**config.mk**
```make
export PLATFORM = sky130hd
export DESIGN_NAME = sar_adc_ctrl
export DESIGN_NICKNAME = d
export VERILOG_FILES = /design/src/rtl/sar_adc_pkg.sv /design/src/rtl/sar_cmd.sv /design/src/rtl/sar_seq.sv /design/src/rtl/sar_ser.sv /design/src/rtl/sar_adc_ctrl.sv
export SDC_FILE = /design/constraint.sdc
export NUM_CORES = 1
export LEC_CHECK = 0
export BUFFER_PORTS_ARGS = -buffer_cell sky130_fd_sc_hd__buf_2
export CORE_AREA = 2 2 73 75
export CTS_BUF_LIST = sky130_fd_sc_hd__clkbuf_16
export CTS_CLUSTER_DIAMETER = 60
export DETAILED_ROUTE_END_ITERATION = 8
export DIE_AREA = 0 0 75 77
export PLACE_DENSITY_LB_ADDON = 0.1
export SYNTH_ARGS = -nofsm -noshare
export SYNTH_HDL_FRONTEND = slang
export SYNTH_SLANG_ARGS = --single-unit
```
**constraint.sdc**
```tcl
create_clock -name clk_i -period 2.6 [get_ports clk_i]
set_input_delay 0.39 -clock clk_i [delete_from_list [all_inputs] [get_ports clk_i]]
set_output_delay 0.39 -clock clk_i [all_outputs]
set_load 0.01 [all_outputs]
```
**src/rtl/sar_adc_pkg.sv**
```systemverilog
package sar_adc_pkg;
  typedef enum logic [1:0] {ST_IDLE, ST_CONV, ST_LAST} sar_state_e;

  // position of the last decided bit for a resolution code
  function automatic int unsigned lsb_pos(input logic [1:0] sel, input int unsigned width);
    case (sel)
      2'd1:    return width - 14;
      2'd2:    return width - 13;
      2'd3:    return width - 12;
      default: return 0;
    endcase
  endfunction
endpackage

```
**src/rtl/sar_cmd.sv**
```systemverilog
module sar_cmd (
  input  logic clk_i,
  input  logic rst_ni,
  input  logic conv_i,
  output logic start_o,
  output logic hold_o
);
  logic conv_q;

  always_ff @(posedge clk_i or negedge rst_ni) begin
    if (!rst_ni) conv_q <= 1'b0;
    else         conv_q <= conv_i;
  end

  assign start_o = conv_q & ~conv_i;
  assign hold_o  = conv_i;
endmodule

```
**src/rtl/sar_seq.sv**
```systemverilog
module sar_seq
  import sar_adc_pkg::*;
#(
  parameter int unsigned WIDTH = 16
) (
  input  logic             clk_i,
  input  logic             rst_ni,
  input  logic             start_i,
  input  logic             hold_i,
  input  logic             comp_i,
  input  logic [1:0]       res_sel_i,
  output logic [WIDTH-1:0] trial_o,
  output logic [WIDTH-1:0] result_o,
  output logic             busy_o,
  output logic             dec_o,
  output logic             bit_o
);
  localparam int unsigned IW = $clog2(WIDTH);

  sar_state_e       state_q;
  logic [IW-1:0]    idx_q, lsb_q;
  logic [WIDTH-1:0] sar_q, res_q;

  always_ff @(posedge clk_i or negedge rst_ni) begin
    if (!rst_ni) begin
      state_q <= ST_IDLE;
      idx_q   <= '0;
      lsb_q   <= '0;
      sar_q   <= '0;
      res_q   <= '1;
    end else if (hold_i) begin
      state_q <= ST_IDLE;
      idx_q   <= '0;
      lsb_q   <= '0;
      sar_q   <= '0;
      res_q   <= '1;
    end else begin
      case (state_q)
        ST_IDLE: if (start_i) begin
          state_q <= ST_CONV;
          idx_q   <= IW'(WIDTH - 1);
          lsb_q   <= IW'(lsb_pos(res_sel_i, WIDTH));
          sar_q   <= '0;
        end
        ST_CONV: begin
          sar_q[idx_q] <= comp_i;
          if (idx_q == lsb_q) state_q <= ST_LAST;
          else                idx_q   <= idx_q - 1'b1;
        end
        default: begin
          res_q   <= ~sar_q;
          state_q <= ST_IDLE;
        end
      endcase
    end
  end

  always_comb begin
    trial_o = sar_q;
    if (state_q == ST_CONV) trial_o[idx_q] = 1'b1;
  end

  assign result_o = res_q;
  assign busy_o   = (state_q != ST_IDLE);
  assign dec_o    = (state_q == ST_CONV);
  assign bit_o    = comp_i;
endmodule

```
**src/rtl/sar_ser.sv**
```systemverilog
module sar_ser (
  input  logic clk_i,
  input  logic rst_ni,
  input  logic start_i,
  input  logic hold_i,
  input  logic dec_i,
  input  logic bit_i,
  input  logic busy_i,
  output logic ser_o,
  output logic sclk_o
);
  logic ser_q, sclk_q;

  always_ff @(posedge clk_i or negedge rst_ni) begin
    if (!rst_ni) begin
      ser_q  <= 1'b1;
      sclk_q <= 1'b0;
    end else if (hold_i || start_i) begin
      ser_q  <= 1'b1;
      sclk_q <= 1'b0;
    end else if (dec_i) begin
      ser_q  <= ~bit_i;
      sclk_q <= ~sclk_q;
    end
  end

  assign ser_o  = busy_i ? ser_q : 1'b1;
  assign sclk_o = sclk_q;
endmodule

```
**src/rtl/sar_adc_ctrl.sv**
```systemverilog
module sar_adc_ctrl #(
  parameter int unsigned WIDTH = 16
) (
  input  logic             clk_i,
  input  logic             rst_ni,
  input  logic             conv_i,
  input  logic             comp_i,
  input  logic [1:0]       res_sel_i,
  input  logic             ctc_i,
  output logic [WIDTH-1:0] trial_o,
  output logic [WIDTH-1:0] data_o,
  output logic             ser_o,
  output logic             sclk_o,
  output logic             busy_o
);
  logic             start, hold, dec, dbit;
  logic [WIDTH-1:0] result;

  sar_cmd u_cmd (
    .clk_i(clk_i), .rst_ni(rst_ni), .conv_i(conv_i),
    .start_o(start), .hold_o(hold)
  );

  sar_seq #(.WIDTH(WIDTH)) u_seq (
    .clk_i(clk_i), .rst_ni(rst_ni), .start_i(start), .hold_i(hold),
    .comp_i(comp_i), .res_sel_i(res_sel_i), .trial_o(trial_o),
    .result_o(result), .busy_o(busy_o), .dec_o(dec), .bit_o(dbit)
  );

  sar_ser u_ser (
    .clk_i(clk_i), .rst_ni(rst_ni), .start_i(start), .hold_i(hold),
    .dec_i(dec), .bit_i(dbit), .busy_i(busy_o),
    .ser_o(ser_o), .sclk_o(sclk_o)
  );

  assign data_o = result ^ {ctc_i, {(WIDTH-1){1'b0}}};
endmodule

```
**Word-level counts from Yosys, hierarchy flattened**

Index checks and enable logic that the tools add are counted.

- Bits in registers: 45
- Output and inout port bits: 35
- Input bits: 7
- Word-level logic and storage cells: 66

- $lt $le $gt $ge: 2
- Add/sub/neg operators: 1
- Muxes and demuxes: 26
- Equality and inequality tests: 9
- Bitwise gates (word level): 7
- Reduce and logical (&&, ||, !) cells: 13

Operators with widths:

| cell | count |
|---|---|
| 2-to-1 mux 16 bit | 5 |
| one-hot mux 16 bit (2 select lines) | 1 |
| 2-to-1 mux 4 bit | 6 |
| bitwise mux 16 bit | 1 |
| inverter 16 bit | 1 |
| bitwise OR 16 bit | 1 |
| bitwise XOR 16 bit | 1 |
| one-hot mux 3 bit (3 select lines) | 1 |
| one-hot mux 4 bit (2 select lines) | 1 |
| nonzero test 2 bit | 4 |
| 2-to-1 mux 1 bit | 6 |
| 2-to-1 mux 2 bit | 3 |
| != test 3 x 2 -> 1 bit, second input constant | 2 |
| AND reduction 2 bit | 3 |
| < comparator 4 x 5 -> 1 bit, second input constant | 1 |
| demux 1 bit (select 4 bit) | 1 |
| equality test 2 x 1 -> 1 bit, second input constant | 2 |
| equality test 2 bit, second input constant | 2 |
| equality test 4 bit | 1 |
| greater-or-equal comparator 4 x 1 -> 1 bit, second input constant | 1 |
| one-hot mux 2 bit (2 select lines) | 1 |
| subtractor 4 x 1 -> 4 bit, second input constant | 1 |
| != test 3 bit, second input constant | 1 |
| inverter 1 bit | 3 |
| other kinds (8) | 8 |

**Longest topological paths before layout**

Gate-level depths: netlist (run 1).

- Depth after elaboration: 7
- Gate-level depth with buffers: 6

**Hierarchy**

From an unflattened synthesis (run 1), not the netlist that was laid out.

- Cell total of the unflattened synthesis: 251
- Area total of the unflattened synthesis: 2273.4 sq um

By module, submodules not included:

| module | sequential area each (sq um) | area each (sq um) | cells an instance | times used |
|---|---|---|---|---|
| sar_seq | 1046.0 | 2123.3 | 238 | 1 |
| sar_ser | 51.3 | 95.1 | 9 | 1 |
| sar_cmd | 25.0 | 46.3 | 3 | 1 |
| sar_adc_ctrl | 0.0 | 8.8 | 1 | 1 |

**Worst setup path before layout (run 1)**

OpenSTA, ideal clock, no wires.

- Path kind: reg-to-output
- Start: register u_seq.idx_q[0]
- End: output trial_o[12]
- Cell stages (with the launch flop): 5
- Path buffers: 0
- Slack: 976 ps
- Arrival time: 1234 ps
- Path through: dfrtp_1 > inv_1 > ha_1 > nand3_1 > o21ai_0

- Cells in the longest elaborated chain, start to end: 6
- Elaborated cells between the ends (all ways): 7

RTL lines:

| element | line | RTL |
|---|---|---|
| start, declared | sar_seq.sv:21 | `logic [IW-1:0] idx_q, lsb_q;` |
| start signal, assigned | sar_seq.sv:41 | `idx_q <= IW'(WIDTH - 1);` |
| start signal, assigned | sar_seq.sv:48 | `else idx_q <= idx_q - 1'b1;` |
| < comparator 4 x 5 -> 1 bit (implied by the code) / greater-or-equal comparator 4 x 1 -> 1 bit (equally long branches) | sar_seq.sv:60 | `if (state_q == ST_CONV) trial_o[idx_q] = 1'b1;` |
| logical AND 1 bit (implied by the code) | sar_seq.sv:60 |  |
| 2-to-1 mux 1 bit (implied by the code) | sar_seq.sv:60 |  |
| demux 1 bit (select 4 bit) * | -- |  |
| bitwise OR 16 bit (no source line) * | -- |  |
| 2-to-1 mux 16 bit * | sar_seq.sv:60 |  |
| end, declared | sar_adc_ctrl.sv:10 | `output logic [WIDTH-1:0] trial_o,` |

Mark *: on every way between the ends. The rest lies on a longest branch, timed or not.

**Final worst setup path (run 1)**

- Start: register u_seq.idx_q[2]
- End: output trial_o[6]

The elaborated chain is that of the path after synthesis.

==> metrics.txt, run 1 <==
leak pwr approximately 1.1 nW; Setup Crit Path Kind register to primary output; Synth-to-Final Area Change 10.51%; crit-path cells nor2b_1, nand2_1, o21bai_1, buf_2; IO buf count 41; post-cts sizing count 0; width of the die between 70 and 80 um; maximum fanout along the worst path 11; Non-Filler Instances between 300 and 400; top cells by count, synth o21ai_0, nand2_1, dfrtp_1; Mapped Area between 2000 and 2500 um^2; Slew @ Worst Pin between 0.8 and 0.9 ns; sequential area share after synthesis between 40% and 50%; Slowest cell on crit path dfrtp_1; worst path bufs/invs 1; hold_buf cts 0; fin crit period approximately 2.2 ns; top_reg_cell synth dfrtp_1; Final Hold Fails 0; PnR worst setup slack roughly 0.44 ns; Mapped Nets 276; CTS Buf Count 5; register area around 1100 um^2; pin count of the biggest net entering global routing 37; Yosys reg bits 44; Nets approximately 300; Die ar. between 5000 and 6000 um^2; worst vdd ir between 300 and 400 uV; Hold/Removal Path Class input port to async pin; Rel. slew slack 46.55%; Avg Inst Size Synth approximately 9 um^2; top cells by area, synth dfrtp_1, dfstp_2, o21ai_0; CTS tree done; Cells after Synth 262; WL final 5003 um; Post-synth EDFFs 0; Tcrit/Tclk final between 80 and 90%; CP Capture Type primary output; Final Max Tran Viols 0; clock latency on the worst-skew pair slightly below 0.3 ns; most common cell in the synthesized netlist o21ai_0; Max-cap violations 0; row count 26; Initial Util between 40% and 50%; Crit path max-delay family simple AND/OR/NAND/NOR gates; Core ar. roughly 5000 um^2; antenna violations before repair 0; Ys Warns 0; Max Freq between 400 and 500 MHz; GPL Wtd Cong 0.8696; CTS Buffer Depth 2; DRT antenna net count 0; ys async rst share 100.0%; worst r2r path cells 4; Max Clock Skew roughly 0.0076 ns; first-pass GRT wire length ~8600 um; Tot Pwr 1.697 mW; placed insts between 300 and 400; r2r startpoint u_seq.state_q[0]$_DFFE_PN0P_; hold_ws between 0.15 and 0.2 ns; drt initial violations ~70; biggest area consumer among synthesized cells dfrtp_1; fill count around 500; vias in the first global route between 1,500 and 2,000; Post-DP Area 2535 um^2; Power per Cell Area around 640 nW/um^2; Yosys cell types 38; die extent in y 77 um; Setup TNS Final 0 ns; drt first pass iters 4; RSZ-0062 raised after global routing false; Clock Tree Root clkbuf_16; status completed; Finished Cell Area approximately 2700 um^2; IO Count 42; ant diodes 0; R2R Path End u_seq.sar_q[4]$_DFFE_PN0P_; crit path launch u_seq.idx_q[2]$_DFFE_PN0P_; Post-CTS Setup Bufs 0; Util after Layout a little over half; worst endpoint required time ~2.2 ns; via count roughly 1,800; Via-to-Cell Ratio 5.142; GRT Util Overall 19.42%; H-tree depth 2; Yosys top cell area share between 20% and 30%; worst slack, placed between 0.7 and 0.8 ns; Worst Path Arrival 1.77 ns; CP peak stage delay about 0.55 ns; post-route DRC violation count 0; register-to-register setup slack about 0.95 ns; dpl hpwl approximately 3400 um; crit path launch type register; GR Overflow Total 0; TritonCTS Sinks 44; DR WL/cell roughly 14 um; Finish-stage setup viols 0; CTS clk-pin slew, worst paths approximately 0.06 ns; Multi-input gate area 1064 um^2; share of cells above drive strength 1 between 20% and 30%
## sequential cells by signal (all words and copies together) (netlist names)
name and flops:
u_seq.sar_q 16, u_ser.ser_q 1, u_seq.result_o 16, u_seq.idx_q 4
u_ser.sclk_o 1, u_cmd.conv_q 1, u_seq.lsb_q 3, u_seq.state_q 2
## power by group
part	internal (mW)	switching [mW]	total [mW]
logic	0.120	0.226	0.346
clock network	0.346	0.250	0.596
registers	0.713	0.0426	0.755
total	1.18	0.518	1.70
## cell type report
cell class | instances | share of cell area [%]
timing repair buffer | 43 | 8.244
multi-input combinational | 176 | 39.81
sequential | 44 | 42.01
clock inverter | 3 | 0.4215
tap | 70 | 3.279
inverter | 11 | 1.546
clock buffer | 5 | 4.684
## placed cells by master (no fill, tap or decap), types with 2 or more instances in the layout
cell,Yosys,layout
o21bai_1,13,13
nand2_1,31,31
o21ai_0,37,37
nor2b_1,3,3
dfrtp_1,27,27
nor2_1,6,6
a21oi_1,16,16
o22ai_1,4,4
ha_1,7,7
xnor2_1,3,3
o21ai_1,10,10
mux2i_1,3,3
dfstp_2,17,17
inv_1,11,12
buf_4,16,2
clkinv_1,0,2
nor2_2,2,2
a211oi_1,2,2
nand2b_1,17,17
a311oi_1,2,2
nor3_1,3,3
clkbuf_16,0,5
nand3_1,4,4
buf_2,5,41
## how the worst max path moves through the flow
stage,endpoint,slack [ns],cells after the start
5_1_grt,trial_o[6],0.21,4
3_5_place_dp,trial_o[12],0.73,5
6_report,trial_o[6],0.44,4
2_1_floorplan,trial_o[12],0.98,4
3_3_place_gp,trial_o[6],0.71,4
4_1_cts,trial_o[5],0.42,4
## logic make-up after synthesis
group,synth area share [%]
AOI/OAI and AO/OA,21.48
and+or+nand+nor,15.53
DFF,46.43
buffers and inverters,9.575
adders and majority gates,3.623
xor gates and xnor gates,2.123
muxes,1.242
## layer usage
| layer | track usage, % | vias up | routed length, um |
|---|---|---|---|
| met5 | 0 | - | 0 |
| met4 | 6.429 | 0 | 47 |
| met3 | 4.731 | 6 | 182 |
| met2 | 30.18 | 35 | 2355 |
| met1 | 26.24 | 850 | 2417 |
| li1 | - | 919 | - |
Note: power is estimated with default switching activity, not from simulation.
==> run 2: changes to the inputs <==
Clock period 2.6 ns to 1.77 ns, I/O delays scaled along.
==> metrics.txt, run 2 (synthesis gave the netlist of run 1 again) <==
status completed; P_int ~2.0 mW; Final Max Tran Viols 0; hold endpoint u_ser.ser_q$_DFFE_PN1P_; maximum fanout along the worst path 6; power share of the sequential group ~39%; clock latency on the worst-skew pair just under 0.3 ns; GRT Util Overall 20.25%; Synth-to-Final Area Change 20.96%; CP Capture Type primary output; Max-cap violations 0; worst endpoint required time approximately 1.5 ns; Setup Crit Path Kind register to primary output; row count 26; Max Freq ~580 MHz; r2r startpoint u_seq.idx_q[0]$_DFFE_PN0P_; drt initial violations around 90; ant diodes 0; width of the die about 75 um; clock share of power 36.1%; TritonCTS Sinks between 40 and 50; Clock Tree Root clkbuf_16; DRT antenna net count 0; crit path launch type register; vias in the first global route about 1,900; Psw around 0.84 mW; Worst Path Arrival ~1.5 ns; Max Clock Skew 0.005243 ns; leak pwr roughly 1.2 nW; Core ar. 4977 um^2; Initial Util 48.57%; commonest non-fill, non-tap cells in the layout buf_2, o21ai_0, nand2_1; Setup TNS Final 0 ns; via count approximately 1,900; commonest non-fill, non-tap cell in the layout buf_2; Final Hold Fails 0; WL final about 5500 um; CTS Buffer Depth 2; worst r2r path cells 5; Via-to-Cell Ratio between 5 and 6; IO buf count 41; GPL Wtd Cong ~0.86; Nets 315; antenna violations before repair 0; drt first pass iters 5; first-pass GRT wire length roughly 8900 um; post-route DRC violation count 0; logic gate share of total power between 20% and 30%; IO Count 42; Hold/Removal Path Class input port to register; H-tree depth 2; register-to-register setup slack around 0.16 ns; GR Overflow Total 0; placed insts 352; dpl hpwl 3535 um; Slew @ Worst Pin approximately 0.62 ns; CTS Buf Count 5; Tcrit/Tclk final 98.21%; die extent in y approximately 77 um; CTS tree done; worst vdd ir between 800 and 900 uV; DR WL/cell around 15 um; share of cells above drive strength 1 between 30% and 40%; Util after Layout between 50% and 60%; CTS clk-pin slew, worst paths roughly 0.060 ns; Rel. slew slack about three fifths; Sw Share ~30%; Power per Cell Area 977.9 nW/um^2; RSZ-0062 raised after global routing true; pin count of the biggest net entering global routing 29; fin crit period 1.738 ns; Non-Filler Instances 372; source of the worst hold timing path comp_i; R2R Path End u_seq.idx_q[1]$_DFFE_PN0P_; WHS Path Cells 2; Die ar. ~5800 um^2; Finish-stage setup viols 0
==> run 2: worst max-delay path, stage by stage, from the launching register on <==
cell	delay, ns
dfrtp_2	0.44
inv_4	0.09
ha_2	0.19
buf_6	0.12
nand2_1	0.07
o21bai_1	0.13
buf_2	0.15
==> run 2: how the worst max path moves through the flow <==
stage	from	end
6_report	u_seq.idx_q[1]$_DFFE_PN0P_	trial_o[5]
5_1_grt	u_seq.idx_q[1]$_DFFE_PN0P_	trial_o[1]
4_1_cts	u_seq.idx_q[0]$_DFFE_PN0P_	trial_o[4]
3_5_place_dp	u_seq.idx_q[0]$_DFFE_PN0P_	trial_o[14]
3_3_place_gp	u_seq.idx_q[0]$_DFFE_PN0P_	trial_o[14]
2_1_floorplan	u_seq.idx_q[0]$_DFFE_PN0P_	trial_o[12]
==> run 2: metrics by stage <==
stage | power, mW | cell area, um^2 | hold WS (ns) | setup slack [ns]
after floorplan | 1.501 | 2417 | -0.03009 | 0.2705
after global placement | 1.684 | 2608 | 0.2807 | 0.1658
after detailed placement | 1.688 | 2608 | 0.2849 | 0.1465
after CTS | 2.741 | 2798 | 0.1887 | -0.03233
after global routing | 2.993 | 2924 | 0.2149 | -0.04110
final | 2.859 | 2924 | 0.1893 | 0.03163
==> run 2: power groups by stage <==
stage | Sequential [mW] | Clock (mW) | Combinational [mW]
after floorplan | 1.09 | 0 | 0.406
after global placement | 1.12 | 0 | 0.561
after detailed placement | 1.13 | 0 | 0.563
after CTS | 1.11 | 1.04 | 0.585
after global routing | 1.11 | 1.09 | 0.787
final | 1.11 | 1.03 | 0.720
==> run 2: per-layer routing <==
layer / global-route usage, % / vias to the layer above / part of all wire (%) / wire [um]
met2: 31.23 / 36 / 49 / 2660
met5: 0 / - / 0 / 0
met3: 4.862 / 4 / 4.0 / 220
met4: 7.143 / 0 / 0.86 / 47
li1: - / 960 / - / -
met1: 27.45 / 919 / 46 / 2533
==> run 2: what timing repair did <==
item                       4_1_cts  5_1_grt
hold buffers                     1        0
gates resized for setup          9       13
hold endpoints to repair        14        0
setup buffers                    1       10
pin swaps                        0        2
setup endpoints to repair       16       25
==> run 2: final cells by class <==
type / count / area, um^2
flip-flops and latches: 44 / 1127
inverters: 11 / 46.29
well taps: 70 / 87.58
clock buffers: 5 / 125.1
clock inverters: 3 / 37.54
repair buffers: 63 / 389.1
fillers: 466 / 2053
multi-input cells: 176 / 1111
==> run 3: changes to the inputs <==
Settings changed: ABC_CLOCK_PERIOD_IN_PS set to 1770, CELL_PAD_IN_SITES_DETAIL_PLACEMENT set to 1, CELL_PAD_IN_SITES_GLOBAL_PLACEMENT set to 1, CORE_AREA 2 2 73 75 to 2 2 83 85, CTS_BUF_LIST sky130_fd_sc_hd__clkbuf_16 to unset, DIE_AREA 0 0 75 77 to 0 0 85 87.
==> metrics.txt, run 3 (synthesis gave the netlist of run 1 again) <==
status completed; IO Count 42; hold_ws 0.1783 ns; Max Clock Skew roughly 0.011 ns; Die ar. 7395 um^2; fin crit period between 1.5 and 2 ns; Crit path max-delay family flip-flops; Tcrit/Tclk final 99.80%; CP peak stage delay about 0.47 ns; DRT antenna net count 0; leak pwr between 1 and 1.5 nW; Rel. slew slack 70.16%; R2R Path End u_seq.idx_q[2]$_DFFE_PN0P_; fill count 781; post-route DRC violation count 0; CTS Buffer Depth 2; ant diodes 0; row count 30; Non-Filler Instances around 400; first-pass GRT wire length 10,030 um; die extent in y approximately 87 um; placed insts around 370; pin count of the biggest net entering global routing 29; Hold/Removal Path Class input port to register; worst path bufs/invs 3; GR Overflow Total 0; via count between 1,500 and 2,000; Worst Path Arrival 1.50 ns; Slowest cell on crit path dfrtp_2; worst slack, placed ~0.088 ns; Via-to-Cell Ratio ~5.0; Max Freq approximately 570 MHz; r2r startpoint u_seq.idx_q[2]$_DFFE_PN0P_; width of the die 85 um; Final Hold Fails 0; CTS tree done; Core ar. approximately 6600 um^2; H-tree depth 2; Clock Tree Root clkbuf_8; Tot Pwr around 2.7 mW; worst r2r path cells 6; clock latency on the worst-skew pair about 0.3 ns; Slew @ Worst Pin approximately 0.45 ns; antenna violations before repair 0; IO buf count 41; Finish-stage setup viols 0; CP Capture Type primary output; crit path launch type register; Setup crit end trial_o[0]; Setup TNS Final 0 ns; Max-cap violations 0; worst endpoint required time 1.50 ns; Initial Util approximately 37%; Synth-to-Final Area Change 22.98%; GPL Wtd Cong about 0.78; Finished Cell Area approximately 3000 um^2; commonest non-fill, non-tap cells in the layout buf_2, o21ai_0, nand2_1; TritonCTS Sinks 44; Nets about 320; drt first pass iters 4; Final Max Tran Viols 0; share of cells above drive strength 1 39.48%; drt initial violations 62; CTS clk-pin slew, worst paths ~0.090 ns; Power per Cell Area ~910 nW/um^2; Setup Crit Path Kind register to primary output; PnR worst setup slack 0.003575 ns; Post-DP Area 2643 um^2; WP depth 6; commonest non-fill, non-tap cell in the layout buf_2; crit-path cells inv_4, ha_4, buf_6, nand2_2, o21bai_1, buf_2; crit path launch u_seq.idx_q[0]$_DFFE_PN0P_; vias in the first global route between 2,000 and 2,500; register-to-register setup slack roughly 0.08 ns; GRT Util Overall between 10% and 20%; RSZ-0062 raised after global routing true; DR WL/cell between 15 and 20 um; maximum fanout along the worst path 6; Util after Layout a little under half; dpl hpwl 4097 um; WL final between 6000 and 7000 um; worst vdd ir between 300 and 400 uV; CTS Buf Count 5
-- run 3: where the power goes --
group          internal [mW]  total (mW)  switching (mW)
Clock                  0.420       0.779           0.360
Sequential              1.05        1.11          0.0585
Combinational          0.376       0.823           0.447
-- run 3: area by class of cell --
cell class | count | area [um^2] | area share (%)
well taps | 80 | 100.1 | 3.367
clock inverters | 2 | 35.03 | 1.178
repair buffers | 70 | 452.9 | 15.24
inverters | 11 | 46.29 | 1.557
flip-flops and latches | 44 | 1127 | 37.92
clock buffers | 6 | 72.57 | 2.441
multi-input cells | 176 | 1139 | 38.30
-- run 3: how the worst min path moves through the flow --
| stage | startpoint | endpoint | slack [ns] | depth (start not counted) |
|---|---|---|---|---|
| 2_1_floorplan | rst_ni | u_cmd.conv_q$_DFF_PN0_ | -0.03 | 0 |
| 5_1_grt | comp_i | u_ser.ser_q$_DFFE_PN1P_ | 0.18 | 2 |
| 3_5_place_dp | rst_ni | u_seq.lsb_q[2]$_DFFE_PN0P_ | 0.24 | 1 |
| 4_1_cts | comp_i | u_ser.ser_q$_DFFE_PN1P_ | 0.17 | 2 |
| 6_report | comp_i | u_ser.ser_q$_DFFE_PN1P_ | 0.18 | 2 |
| 3_3_place_gp | rst_ni | u_seq.lsb_q[2]$_DFFE_PN0P_ | 0.24 | 1 |
-- run 3: per-layer routing --
layer	track usage [%]	wire length [um]	up-vias
li1	-	-	964
met1	22.89	2933	937
met2	28.91	2932	29
met3	3.318	160	5
met4	3.463	49	0
met5	0	0	-
-- run 3: timing repair --
action	in CTS	in global routing
setup buffers	7	8
pin swaps	3	5
endpoints found under the setup margin	16	35
hold buffers	1	0
gates resized for setup	18	14
hold endpoints to repair	10	0
